**src/rtl/hsk_pkg.sv**
```systemverilog
// Package: shared types for the DMA peripheral handshake.
// Assumes: none.
package hsk_pkg;
    typedef enum logic [1:0] {
        HS_IDLE     = 2'd0,
        HS_PENDING  = 2'd1,
        HS_ACK_HIGH = 2'd2,
        HS_WAIT_LOW = 2'd3
    } hsk_state_e;
endpackage

```
**src/rtl/hsk_req_sync.sv**
```systemverilog
// Module: request synchronizer.
// Moves the peripheral request level into the channel clock domain through
// STAGES flops. STAGES = 0 gives a direct connection, for a peripheral that
// already runs on the same clock.
// Assumes: the request is a level held for longer than STAGES cycles.
module hsk_req_sync #(
    parameter int STAGES = 2
) (
    input  logic clk,
    input  logic rst_n,
    input  logic req_in,
    output logic req_out
);
    generate
        if (STAGES == 0) begin : g_bypass
            assign req_out = req_in;
        end else begin : g_chain
            logic [STAGES-1:0] q;
            // Shift the request through the flop chain.
            always_ff @(posedge clk) begin
                if (!rst_n) begin
                    q <= '0;
                end else begin
                    q[0] <= req_in;
                    for (int i = 1; i < STAGES; i++) begin
                        q[i] <= q[i-1];
                    end
                end
            end
            assign req_out = q[STAGES-1];
        end
    endgenerate
endmodule

```
**src/rtl/hsk_fsm.sv**
```systemverilog
// Module: four-phase handshake controller.
// Marks a synchronized request as pending and takes exactly one grant for it.
// It then holds the acknowledge until the request falls, and closes with one
// cycle of acknowledge low.
// Assumes: req_s is already synchronous to clk.
module hsk_fsm
    import hsk_pkg::*;
(
    input  logic clk,
    input  logic rst_n,
    input  logic req_s,
    input  logic grant,
    output logic ack,
    output logic pending,
    output logic accept
);
    hsk_state_e state_q, state_d;

    // Next-state selection for the handshake phases.
    always_comb begin
        state_d = state_q;
        case (state_q)
            HS_IDLE:     if (req_s) state_d = HS_PENDING;
            HS_PENDING: begin
                if (grant)       state_d = HS_ACK_HIGH;
                else if (!req_s) state_d = HS_IDLE;
            end
            HS_ACK_HIGH: if (!req_s) state_d = HS_WAIT_LOW;
            HS_WAIT_LOW: state_d = HS_IDLE;
            default:     state_d = HS_IDLE;
        endcase
    end

    // State register.
    always_ff @(posedge clk) begin
        if (!rst_n) state_q <= HS_IDLE;
        else        state_q <= state_d;
    end

    // Output decode from the registered state.
    assign pending = (state_q == HS_PENDING);
    assign ack     = (state_q == HS_ACK_HIGH);
    assign accept  = pending && grant;
endmodule

```
**src/rtl/dma_req_handshake.sv**
```systemverilog
// Module: top of the DMA channel peripheral handshake.
// Synchronizes the peripheral request and runs the four-phase exchange
// against the channel arbiter grant.
// Assumes: arb_grant is high only in cycles when the arbiter has issued this
// channel's bus command.
module dma_req_handshake #(
    parameter int SYNC_STAGES = 2
) (
    input  logic clk,
    input  logic rst_n,
    input  logic periph_req,
    input  logic arb_grant,
    output logic periph_ack,
    output logic arb_pending,
    output logic access_accept
);
    logic req_sync;

    hsk_req_sync #(.STAGES(SYNC_STAGES)) u_sync (
        .clk     (clk),
        .rst_n   (rst_n),
        .req_in  (periph_req),
        .req_out (req_sync)
    );

    hsk_fsm u_fsm (
        .clk     (clk),
        .rst_n   (rst_n),
        .req_s   (req_sync),
        .grant   (arb_grant),
        .ack     (periph_ack),
        .pending (arb_pending),
        .accept  (access_accept)
    );
endmodule

```
**config.mk**
```make
export PLATFORM = sky130hd
export DESIGN_NAME = dma_req_handshake
export DESIGN_NICKNAME = d
export VERILOG_FILES = /design/src/rtl/hsk_pkg.sv /design/src/rtl/hsk_req_sync.sv /design/src/rtl/hsk_fsm.sv /design/src/rtl/dma_req_handshake.sv
export SDC_FILE = /design/constraint.sdc
export NUM_CORES = 1
export LEC_CHECK = 0
export ABC_AREA = 1
export BUFFER_PORTS_ARGS = -buffer_cell sky130_fd_sc_hd__buf_2
export CORE_AREA = 4 4 41 43
export CTS_BUF_LIST = sky130_fd_sc_hd__clkbuf_8
export DETAILED_ROUTE_END_ITERATION = 12
export DIE_AREA = 0 0 45 47
export GPL_ROUTABILITY_DRIVEN = 0
export GPL_TIMING_DRIVEN = 0
export HOLD_SLACK_MARGIN = 0.12
export PLACE_DENSITY = 0.42
export SETUP_SLACK_MARGIN = 0.4
export SLEW_MARGIN = 20
export SYNTH_ARGS = -nofsm -noshare
export SYNTH_HDL_FRONTEND = slang
export SYNTH_SLANG_ARGS = --single-unit
export TNS_END_PERCENT = 50
```
**constraint.sdc**
```tcl
create_clock -name clk -period 0.8 [get_ports clk]
set_input_delay 0.04 -clock clk [delete_from_list [all_inputs] [get_ports clk]]
set_output_delay 0.04 -clock clk [all_outputs]
set_load 0.02 [all_outputs]
```
==> results.json <==
{
  "status": "finished, violations left",
  "violations": "setup timing",
  "dp_hpwl_um": 246,
  "start_util_pct": 12.4,
  "syn-instance-count": 24,
  "instances_no_fill": 50,
  "r2r_start": "u_fsm.state_q[0]",
  "final_util_pct": 23.5,
  "area_delta_synth_final_pct": 89.1,
  "final-setup-viol-count": 4,
  "worst_slack_ns": -0.0817,
  "fin_crit_ns": 0.882,
  "cts-htree-levels": 1,
  "register_area_um2": 86.3,
  "avgSynthCellArea_um2": 6.73,
  "drt-vias-per-instance": 3.20,
  "path_delay_family": "flip-flops",
  "min_from": "periph_req",
  "overflow": 0,
  "holdWs_ns": 0.00941,
  "grt_max_degree": 6,
  "multi_input_area_um2": 65.1,
  "cts_root_buf": "clkbuf_8",
  "grt_use_total_pct": 3.87,
  "clock_latency_ns": 0.21,
  "period_share_pct": 110,
  "slew_viol_final": 0,
  "dieArea_mm2": 0.00212,
  "drtIter0Drc": 3,
  "p_per_area_mw_per_mm2": 2230,
  "numPortBuffers": 6,
  "worstSetupPathType": "flop to output pin",
  "diodes": 0,
  "die_x_um": 45,
  "cp_num_cells": 4,
  "synth_area_um2": 161,
  "ys_seq_elements": 4,
  "routed.top_layer": "met3",
  "first_pass_iters": 2,
  "clock_path_buffers": 2,
  "end_kind": "output pin",
  "syn_nets": 28,
  "max_cap_viol_count": 0,
  "design.core.area_mm2": 0.00130,
  "fill_cells": 156,
  "die_height_um": 47,
  "synth-warning-count": 0,
  "antenna_found_initial": 0,
  "drive_above_1_share_pct": 65.7,
  "drc": 0,
  "critical_path.slowest_cell": "dfxtp_4",
  "cts_made_buffers": 3,
  "wl_met1_um": 160,
  "grt_pass1_wl_um": 462,
  "placed_cells": 45,
  "leakagePower_nw": 0.162,
  "crit_chain": "inv_2 > nand3_2 > inv_2 > buf_6",
  "worstPathArrival_ns": 0.84,
  "path_common_cell": "inv_2",
  "wl_um": 329,
  "critPathRequiredTime_ns": 0.76,
  "seq_area_frac_synth_pct": 49.6,
  "cp_slowest_stage_delay_ns": 0.35,
  "skew_ns": 0.000593,
  "routedWlPerCell_um": 6.58,
  "cts_tree": "built",
  "power.total_mw": 0.680,
  "cts_sinks": 4,
  "crit_path_max_fanout": 5,
  "rsz0062_at_grt": "true",
  "worstSetupStartpointType": "flop",
  "max_freq_mhz": 1130,
  "rows": 13,
  "worstHoldPathType": "input port to flop",
  "maxSlewHeadroom_pct": 92.9,
  "min_path_cells": 3,
  "grt_pass1_vias": 127,
  "io_pins": 7,
  "route.met3.wl_um": 41,
  "pre_cts_slack_ns": 0.0756,
  "finalNetCount": 41,
  "ant_nets": 0,
  "hold_viol": 0,
  "vdd_drop_max_mv": 0.849,
  "clk_pin_slew_ns": 0.03,
  "wl_met2_um": 127,
  "ys_types": 7,
  "crit_buf_inv": 3,
  "r2r_cells": 6,
  "vias": 160,
  "worst_pin_slew_ns": 0.106
}
[path summary, 6_finish.rpt]
| check | slack, ns | to |
|---|---|---|
| worst max-delay path | -0.08 | access_accept |
| worst min-delay path | 0.009 | u_sync.g_chain.q[0] |
| worst max register to register | -0.02 | u_fsm.state_q[0] |
| worst min register to register | 0.41 | u_sync.g_chain.q[1] |
[cells in the mapped netlist (all sizes together)]
cell	instances	area, um2
dfxtp	4	80.1
inv	8	30.0
nor2	4	15.0
nand2	5	21.3
a21oi	2	10.0
nand3	1	5.00
[power breakdown]
group	internal, mW	switching [mW]
registers	0.208	0.00570
clock network	0.320	0.0915
logic	0.0266	0.0280
[timing repair]
action / 4_1_cts / 5_1_grt
resized for setup: 10 / 4
endpoints found under the setup margin: 6 / 6
hold endpoints to repair: 3 / 3
pin swaps: 1 / 1
buffers inserted: 2 / 0
[worst register-to-register path, stage by stage, from the launching register on]
cell     delay [ns]
dfxtp_2        0.32
inv_2          0.08
nand2_2        0.07
buf_6          0.12
nand2_2        0.04
nand2_1        0.05
nor2_1         0.09
[logic make-up (layout without fill, tap and decap cells)]
logic type,count (synthesis),after routing,synth area share (%)
buffers and inverters,8,19,18.6
DFF,4,4,49.6
AOI/OAI and AO/OA,2,2,6.20
and+or+nand+nor,10,10,25.6
[placed cells by master, fill, tap and decap left out, drive strengths merged]
| cell | instances |
|---|---|
| inv | 8 |
| a21oi | 2 |
| buf | 8 |
| dfxtp | 4 |
| nand2 | 5 |
| nand3 | 1 |
| nor2 | 4 |
| clkbuf | 3 |
[metrics by stage]
| step | area [um2] | TNS [ns] |
|---|---|---|
| 4_1_cts | 294 | -0.211 |
| 5_1_grt | 305 | -0.417 |
| 3_3_place_gp | 215 | 0 |
| 6_report | 305 | -0.209 |
| 3_5_place_dp | 215 | 0 |
| 2_1_floorplan | 166 | 0 |
[area by class of cell]
type	count	area share, %
Clock buffer	3	13.5
Multi-Input combinational cell	12	21.3
Inverter	8	9.84
Sequential cell	4	28.3
Tap cell	15	6.15
Timing Repair Buffer	8	20.9
[metal layers]
layer	track usage, %	up-vias
li1	-	92
met1	3.42	62
met2	3.67	6
met3	4.60	0
met4	5.26	0
met5	0	-
No activity file was read; power rests on OpenSTA's default activity.
